`config.mk`:
```
export PLATFORM = sky130hd
export DESIGN_NAME = gpio_banked_ctrl
export DESIGN_NICKNAME = d
export VERILOG_FILES = /design/src/rtl/gpio_bank_pkg.sv /design/src/rtl/gpio_in_sync.sv /design/src/rtl/gpio_bank_regs.sv /design/src/rtl/gpio_banked_ctrl.sv
export SDC_FILE = /design/constraint.sdc
export NUM_CORES = 1
export LEC_CHECK = 0
export CAP_MARGIN = 10
export CORE_MARGIN = 5
export CORE_UTILIZATION = 38
export CTS_CLUSTER_SIZE = 28
export DETAILED_ROUTE_END_ITERATION = 8
export DONT_BUFFER_PORTS = 1
export GPL_TIMING_DRIVEN = 0
export HOLD_SLACK_MARGIN = 0.15
export PLACE_DENSITY = 0.53
export SYNTH_ARGS = -nofsm -noshare
export SYNTH_HDL_FRONTEND = slang
export SYNTH_SLANG_ARGS = --single-unit
```
`constraint.sdc`:
```
create_clock -name clk -period 5.06 [get_ports clk]
set_input_delay 0 -clock clk [delete_from_list [all_inputs] [get_ports clk]]
set_output_delay 0 -clock clk [all_outputs]
set_load 0.02 [all_outputs]
```
`src/rtl/gpio_bank_pkg.sv`:
```
package gpio_bank_pkg;

    localparam int NUM_PINS    = 16;
    localparam int NUM_BANKS   = 4;
    localparam int MODE_W      = 4;
    localparam int BANK_PINS [NUM_BANKS] = '{2, 4, 4, 6};

    localparam int LEVEL_BASE  = 'h170;
    localparam int MODE_BASE   = 'h180;
    localparam int DRIVE_ADDR  = 'h190;
    localparam int BANK_STRIDE = 4;

    localparam logic [MODE_W-1:0] MODE_IN  = 4'h1;
    localparam logic [MODE_W-1:0] MODE_OUT = 4'h8;

    // Pad-side control of one pin.
    typedef struct packed {
        logic enable;
        logic level;
    } pad_ctl_t;

    function automatic int bank_first(input int b);
        int acc;
        acc = 0;
        for (int i = 0; i < b; i++) acc += BANK_PINS[i];
        return acc;
    endfunction

    // Driver decision for one pin from mode, stored level and drive type.
    function automatic pad_ctl_t pin_ctl(input logic [MODE_W-1:0] mode,
                                         input logic stored,
                                         input logic open_drain);
        pad_ctl_t c;
        c.enable = (mode == MODE_OUT) && (!open_drain || !stored);
        c.level  = stored && !open_drain;
        return c;
    endfunction

endpackage

```
`src/rtl/gpio_in_sync.sv`:
```
module gpio_in_sync #(
    parameter int W = 16
) (
    input  logic         clk,
    input  logic         rst,
    input  logic [W-1:0] async_in,
    output logic [W-1:0] sync_out
);
    logic [W-1:0] stage1_q;
    logic [W-1:0] stage2_q;

    always_ff @(posedge clk) begin
        if (rst) begin
            stage1_q <= '0;
            stage2_q <= '0;
        end else begin
            stage1_q <= async_in;
            stage2_q <= stage1_q;
        end
    end

    assign sync_out = stage2_q;
endmodule

```
`src/rtl/gpio_bank_regs.sv`:
```
module gpio_bank_regs
    import gpio_bank_pkg::*;
#(
    parameter int                PINS      = 2,
    parameter int                ADDR_W    = 12,
    parameter int                DATA_W    = 32,
    parameter logic [ADDR_W-1:0] LVL_ADDR  = '0,
    parameter logic [ADDR_W-1:0] MODE_ADDR = '0
) (
    input  logic              clk,
    input  logic              rst,
    input  logic [ADDR_W-1:0] bus_addr,
    input  logic              bus_we,
    input  logic [DATA_W-1:0] bus_wdata,
    input  logic [PINS-1:0]   pin_sync,
    input  logic [PINS-1:0]   open_drain,
    output logic [DATA_W-1:0] rd_data,
    output logic [PINS-1:0]   pad_lvl,
    output logic [PINS-1:0]   pad_en,
    output logic [PINS-1:0]   pin_is_out
);
    localparam int MODE_BITS = PINS * MODE_W;

    logic [PINS-1:0]      level_q;
    logic [MODE_BITS-1:0] mode_q;
    logic [PINS-1:0]      rd_bits;

    always_ff @(posedge clk) begin
        if (rst) begin
            level_q <= '0;
            mode_q  <= {PINS{MODE_IN}};
        end else if (bus_we) begin
            if (bus_addr == LVL_ADDR)  level_q <= bus_wdata[PINS-1:0];
            if (bus_addr == MODE_ADDR) mode_q  <= bus_wdata[MODE_BITS-1:0];
        end
    end

    for (genvar i = 0; i < PINS; i++) begin : g_pin
        pad_ctl_t ctl;
        logic [MODE_W-1:0] mode_i;
        assign mode_i        = mode_q[i*MODE_W +: MODE_W];
        assign ctl           = pin_ctl(mode_i, level_q[i], open_drain[i]);
        assign pad_lvl[i]    = ctl.level;
        assign pad_en[i]     = ctl.enable;
        assign pin_is_out[i] = (mode_i == MODE_OUT);
        assign rd_bits[i]    = pin_is_out[i] ? level_q[i] : pin_sync[i];
    end

    always_comb begin
        rd_data = '0;
        if (bus_addr == LVL_ADDR)
            rd_data = {{(DATA_W-PINS){1'b0}}, rd_bits};
        else if (bus_addr == MODE_ADDR)
            rd_data = {{(DATA_W-MODE_BITS){1'b0}}, mode_q};
    end
endmodule

```
`src/rtl/gpio_banked_ctrl.sv`:
```
module gpio_banked_ctrl
    import gpio_bank_pkg::*;
#(
    parameter int ADDR_W = 12,
    parameter int DATA_W = 32
) (
    input  logic              clk,
    input  logic              rst,
    input  logic [ADDR_W-1:0] bus_addr,
    input  logic              bus_we,
    input  logic [DATA_W-1:0] bus_wdata,
    output logic [DATA_W-1:0] bus_rdata,
    input  logic [15:0]       pad_in,
    output logic [15:0]       pad_out,
    output logic [15:0]       pad_oe
);
    localparam logic [ADDR_W-1:0] DRV_ADDR = ADDR_W'(DRIVE_ADDR);

    logic [NUM_PINS-1:0] drive_q;
    logic [NUM_PINS-1:0] pin_sync;
    logic [NUM_PINS-1:0] pin_is_out;
    logic [DATA_W-1:0]   bank_rd [NUM_BANKS];

    always_ff @(posedge clk) begin
        if (rst)
            drive_q <= '0;
        else if (bus_we && bus_addr == DRV_ADDR)
            drive_q <= bus_wdata[NUM_PINS-1:0];
    end

    gpio_in_sync #(.W(NUM_PINS)) u_sync (
        .clk      (clk),
        .rst      (rst),
        .async_in (pad_in),
        .sync_out (pin_sync)
    );

    for (genvar b = 0; b < NUM_BANKS; b++) begin : g_bank
        localparam int FIRST = bank_first(b);
        localparam int PINS  = BANK_PINS[b];
        gpio_bank_regs #(
            .PINS      (PINS),
            .ADDR_W    (ADDR_W),
            .DATA_W    (DATA_W),
            .LVL_ADDR  (ADDR_W'(LEVEL_BASE + BANK_STRIDE * b)),
            .MODE_ADDR (ADDR_W'(MODE_BASE + BANK_STRIDE * b))
        ) u_bank (
            .clk        (clk),
            .rst        (rst),
            .bus_addr   (bus_addr),
            .bus_we     (bus_we),
            .bus_wdata  (bus_wdata),
            .pin_sync   (pin_sync[FIRST +: PINS]),
            .open_drain (drive_q[FIRST +: PINS]),
            .rd_data    (bank_rd[b]),
            .pad_lvl    (pad_out[FIRST +: PINS]),
            .pad_en     (pad_oe[FIRST +: PINS]),
            .pin_is_out (pin_is_out[FIRST +: PINS])
        );
    end

    always_comb begin
        bus_rdata = (bus_addr == DRV_ADDR) ? {{(DATA_W-NUM_PINS){1'b0}}, drive_q} : '0;
        for (int b = 0; b < NUM_BANKS; b++) bus_rdata |= bank_rd[b];
    end
endmodule

```
==> results of run 1 <==
repair_timing:
item / 4_1_cts / 5_1_grt
hold endpoints to repair: 96 / 0
hold buffers: 46 / 0
setup endpoints to repair: 0 / 0
critical path, cell delays in order:
cell and delay (ps):
dlygate4sd3_1 550, nor2_1 70, dlygate4sd3_1 580, nand2_1 210, clkbuf_1 440, o22ai_1 230
o21ai_0 210, o2111ai_1 350
stage by stage:
stage,power (mW),hold slack [ps]
2_1_floorplan,1.100,117.9
3_3_place_gp,1.126,121.6
3_5_place_dp,1.127,123.0
4_1_cts,2.346,161.8
5_1_grt,2.405,177.6
6_report,2.334,180.8
sequential cells by signal, summed over array words and instances, names as in the netlist:
register               count
g_bank.u_bank.level_q     16
u_sync.stage1_q           16
u_sync.sync_out           16
g_bank.u_bank.mode_q      64
drive_q                   16
per-layer routing:
| layer | vias up | share of wire | routed length (um) | global-route usage |
|---|---|---|---|---|
| met5 | - | 0 | 0 | 0 |
| met4 | 0 | 0.033 | 670 | 0.09007 |
| met3 | 51 | 0.071 | 1415 | 0.06720 |
| met2 | 216 | 0.46 | 9271 | 0.3622 |
| met1 | 2479 | 0.43 | 8667 | 0.2908 |
| li1 | 2432 | - | - | - |
layout make-up:
class	instances	area, um^2	share of cell area
multi-input cells	478	2892	0.4121
flip-flops and latches	128	2562	0.3652
clock buffers	21	460.4	0.06562
repair buffers	46	460.4	0.06562
plain buffers	58	284.0	0.04048
well taps	184	230.2	0.03281
clock inverters	10	112.6	0.01605
inverters	4	15.01	0.002140
how the worst min path moves through the flow:
stage,startpoint,endpoint,cells past startpoint
after floorplan,bus_wdata[4],g_bank[0].u_bank.mode_q[4]$_SDFFE_PP1P_,1
after global placement,bus_wdata[4],g_bank[0].u_bank.mode_q[4]$_SDFFE_PP1P_,1
after detailed placement,bus_wdata[4],g_bank[0].u_bank.mode_q[4]$_SDFFE_PP1P_,1
after CTS,bus_addr[0],g_bank[0].u_bank.level_q[1]$_SDFFE_PP0P_,4
after global routing,bus_addr[0],g_bank[0].u_bank.level_q[0]$_SDFFE_PP0P_,4
final,bus_addr[0],g_bank[0].u_bank.level_q[1]$_SDFFE_PP0P_,4
logic make-up (layout without fill, tap and decap cells):
logic type,after synthesis,after routing,synth area share
buffers and inverters,62,139,0.05222
multiplexers,46,46,0.08477
AND/OR/NAND/NOR,270,270,0.2493
flip-flops,128,128,0.4475
other,1,8,0.0006548
AO/OA/AOI/OAI,154,154,0.1656
cell usage in the layout (no fill, tap or decap), types with 10 or more instances in the layout:
cell type,Yosys,layout
nor2b_1,52,52
dfxtp_1,128,128
clkbuf_16,0,17
nor4b_1,17,17
a221o_1,11,11
nand2_1,98,98
and2_1,10,10
nand3_1,18,18
a21boi_0,16,16
dlygate4sd3_1,0,46
o21ai_0,37,37
clkbuf_1,39,41
a21oi_1,60,60
nor2_1,48,48
mux2i_1,44,44
power groups by stage:
stage,registers [mW],clock network (mW),logic [mW]
CTS,1.02,1.20,0.118
floorplan,1.04,0,0.0568
global placement,1.05,0,0.0797
global route,1.03,1.25,0.128
detailed placement,1.05,0,0.0806
finish,1.02,1.19,0.120
==> flow_metrics.tcl, run 1 <==
set metrics [dict create \
    cts_htree_levels 4 \
    worstSetupPathType "input pin to output pin" \
    synth_top_area_cell "dfxtp_1" \
    clkPwrFrac 0.510 \
    hold_viol 0 \
    clock_skew_ps 4.807 \
    final_cells 929 \
    required_ps 5060 \
    dr.pass1.iters 7 \
    clk_pin_slew_ps 60 \
    initial_core_util 0.3911 \
    cts_tree "yes" \
    die_h_um 132.8 \
    wl_per_cell_um 21.56 \
    numCtsBuffers 17 \
    dpl_cell_area_um2 5983 \
    r2r_start "g_bank[0].u_bank.mode_q[4]$_SDFFE_PP1P_" \
    clock_latency_ps 420 \
    area_growth_pct 22.53 \
    gp_congestion 0.9057 \
    yosys.area.top_type_share 0.4475 \
    cp-end-kind "output pin" \
    ant_nets 0 \
    synthTopCellsByArea "dfxtp_1 45%, mux2i_1 7.7%, nand2_1 6.4%, nor2b_1 5.7%, a21oi_1 5.2%" \
    port_buffers 0 \
    antenna_cells 0 \
    grt_overflow 0 \
    grt_setup_unrepaired "no" \
    yosys-top-cells-count "128 x dfxtp_1, 98 x nand2_1, 60 x a21oi_1, 52 x nor2b_1, 48 x nor2_1" \
    yosysSeqAreaShare 0.4475 \
    utilization 0.4792 \
    hold_class "input pin to flip-flop" \
    grt_max_degree 17 \
    ir_worst_vdd_mv 0.2626 \
    antenna_found_initial 0 \
    synth-edff-count 0 \
    p_seq_frac 0.439 \
    dpl.hpwl_um 14850 \
    combPwrFrac 0.051 \
    power.net_switching_mw 0.5213 \
    synthDistinctLibCells 42 \
    final_max_slew_viol_count 0 \
    yosysWarnings 0 \
    arrival_ps 2640 \
    wirelength_um 20030 \
    power_density_nw_per_um2 332.6 \
    fp.dieW_um 132.8 \
    drc 0 \
    intPower_mw 1.813 \
    cts_root_buf "clkbuf_16" \
    dp_slack_ps 2926 \
    grt_usage 0.2276 \
    synthCells 661 \
    vias_per_cell 5.574 \
    syn_avg_cell_area_um2 8.664 \
    setup.worst_path.end "bus_rdata[1]" \
    drive_above_1_share 0.07517 \
    dieArea_um2 17630 \
    start_kind "input pin" \
    drv_cap 0 \
    rows 44 \
    netlist_area_um2 5727 \
    dp_cells 852 \
    setup_viol 0 \
    clockBufferDepth 2 \
    maxSlewHeadroom 0.3591 \
    async_flop_share 0 \
    synth-main-ff-cell "dfxtp_1" \
    r2r-end "g_bank[0].u_bank.mode_q[4]$_SDFFE_PP1P_" \
    drt_iter0_markers 600 \
    ff2ff_setup_slack_ps 4200 \
    p_leak_nw 2.547 \
    fill_cells 1407 \
    setup_tns_ps 0 \
    final_area_um2 7017 \
    grt_pass1_wl_um 29990 \
    fmax_mhz 379.4 \
    rr_worst_depth 2 \
    crit_fanout 10 \
    grt_pass1_vias 4922 \
    setup_slack_ps 2424 \
    vias 5178 \
    core_um2 14640 \
    min_period_ps 2636 \
    status "completed" \
    finalNetCount 796 \
    cts_sinks 128 \
    ctsResizeCount 0 \
    synth_most_common_cell "dfxtp_1" \
    crit_start "bus_addr[0]" \
    sw_frac_of_total 0.2234 \
    final.period_utilization 0.5209 \
    ys_seq_elements 128 \
    num_io_pins 127 \
    cts_setup_buffers 0 \
    tightest_slew_ps 948.0 \
]
Note: power is estimated with default switching activity, not from simulation.
==> inputs of run 2 (changes only) <==
--- a/config.mk
+++ b/config.mk
@@ -13,7 +13,7 @@
 export DONT_BUFFER_PORTS = 1
 export GPL_TIMING_DRIVEN = 0
 export HOLD_SLACK_MARGIN = 0.15
-export PLACE_DENSITY = 0.53
+export PLACE_DENSITY = 0.55
 export SYNTH_ARGS = -nofsm -noshare
 export SYNTH_HDL_FRONTEND = slang
 export SYNTH_SLANG_ARGS = --single-unit
==> constraint.sdc (replaced) <==
create_clock -name clk -period 2.2 [get_ports clk]
set_input_delay 0 -clock clk [delete_from_list [all_inputs] [get_ports clk]]
set_output_delay 0 -clock clk [all_outputs]
set_load 0.02 [all_outputs]
==> flow_metrics.tcl, run 2 (synthesis results as in run 1) <==
set metrics [dict create \
    antenna_found_initial 0 \
    finalPower_mw 5.420 \
    crit_slowest_cell "dfxtp_1" \
    dp_cells 852 \
    cp-end-kind "output pin" \
    numCtsBuffers 17 \
    dpl.hpwl_um 14840 \
    antenna_cells 0 \
    fp.dieW_um 132.8 \
    drt_iter0_markers 449 \
    hold_class "input pin to flip-flop" \
    setup_tns_ps 0 \
    area_growth_pct 26.00 \
    dieArea_um2 17630 \
    drc 0 \
    wl_per_cell_um 21.50 \
    maxSlewHeadroom 0.4097 \
    start_kind "flip-flop" \
    crit_fanout 3 \
    final.period_utilization 0.9904 \
    fmax_mhz 458.9 \
    utilization 0.4927 \
    final_cell_mix "128 x dfxtp_1, 98 x nand2_1, 60 x a21oi_1" \
    vias_per_cell 5.597 \
    layout_commonest_cell "dfxtp_1" \
    path_buf_inv 0 \
    final_max_slew_viol_count 0 \
    p_leak_nw 2.576 \
    drive_above_1_share 0.1040 \
    grt_pass1_vias 5008 \
    required_ps 2200 \
    ant_nets 0 \
    clockBufferDepth 2 \
    tightest_slew_ps 877.6 \
    path_cells "nor4b_4, mux2i_1, o22ai_1, o21ai_0, o2111ai_2" \
    setup_viol 0 \
    gp_congestion 0.9067 \
    wirelength_um 20080 \
    arrival_ps 2180 \
    min_period_ps 2179 \
    grt_overflow 0 \
    drv_cap 0 \
    cts_sinks 128 \
    cts_htree_levels 4 \
    cpLargestDelayFamily "compound AO/OA/AOI/OAI gates" \
    status "completed" \
    num_io_pins 127 \
    rows 44 \
    seq_area_um2 2562 \
    whs_ps 213.7 \
    cts_root_buf "clkbuf_16" \
    hold_viol 0 \
    clock_skew_ps 4.158 \
    regMostFlops "g_bank.u_bank.mode_q" \
    grt_setup_unrepaired "no" \
    grt_max_degree 17 \
    grt_pass1_wl_um 30220 \
    dr.pass1.iters 7 \
    vias 5228 \
    worstSetupPathType "flip-flop to output pin" \
    initial_core_util 0.3911 \
    finalNetCount 800 \
    power_density_nw_per_um2 751.1 \
    grt_usage 0.2253 \
    slowest_delay_ps 370 \
    largest_register_ffs 64 \
    multiInputGateArea_um2 3030 \
    cts_tree "yes" \
    die_h_um 132.8 \
    clock_latency_ps 420 \
    fill_cells 1395 \
    final_cells 934 \
    ir_worst_vdd_mv 0.5919 \
    core_um2 14640 \
    clk_pin_slew_ps 60 \
    port_buffers 0 \
]
[run 2: cell types whose count changed in the layout (fill, tap and decap cells not counted), sizes merged]
cell,delta
clkbuf,-1
clkinv,-1
clkinvlp,+2
dlygate4sd3,+4
inv,+1
[run 2: path summary, 6_finish.rpt]
check | from | slack (ps) | depth (start not counted) | endpoint
worst max-delay path | g_bank[3].u_bank.mode_q[8]$_SDFFE_PP1P_ | 20 | 5 | bus_rdata[2]
worst min-delay path | bus_addr[0] | 210 | 4 | g_bank[0].u_bank.level_q[0]$_SDFFE_PP0P_
worst min register to register | u_sync.stage1_q[0]$_SDFF_PP0_ | 430 | 1 | u_sync.sync_out[0]$_SDFF_PP0_
worst max register to register | g_bank[0].u_bank.mode_q[0]$_SDFFE_PP1P_ | 1340 | 2 | g_bank[0].u_bank.mode_q[0]$_SDFFE_PP1P_
[run 2: layer usage]
| layer | wire, um | track usage |
|---|---|---|
| met5 | 0 | 0 |
| met3 | 1534 | 0.06454 |
| met4 | 490 | 0.06755 |
| met1 | 8546 | 0.2881 |
| met2 | 9508 | 0.3701 |
[run 2: timing repair]
action                     CTS  global route
pin swaps                    0             0
hold buffers                50             1
resized for setup           14            10
setup buffers                0             0
setup endpoints to repair    6             9
hold endpoints to repair    96             2
[run 2: final cells by class]
class | instances | area share
buffer | 58 | 0.03954
clock buffer | 20 | 0.06329
clock inverter | 12 | 0.01873
inverter | 4 | 0.002081
multi-input combinational | 478 | 0.4200
sequential | 128 | 0.3551
tap | 184 | 0.03191
timing repair buffer | 50 | 0.06936
[run 2: tightest hold or removal path, stage by stage]
cell	delay, ps
or4_1	200
or4_1	230
mux2i_1	90
nor2_1	80
[run 2: stage by stage]
step                setup slack, ps  instance area [um^2]
global route                 0.6635                  7216
CTS                           3.237                  7166
detailed placement            87.53                  5983
global placement              123.4                  5983
finish                        21.07                  7216
floorplan                     456.2                  5753
[run 2: report_power, final]
part	internal [mW]	switching, mW	total, mW	leakage (nW)
registers	2.35	0.0107	2.36	1.04
logic	0.112	0.164	0.277	1.26
clock network	1.73	1.06	2.79	0.279
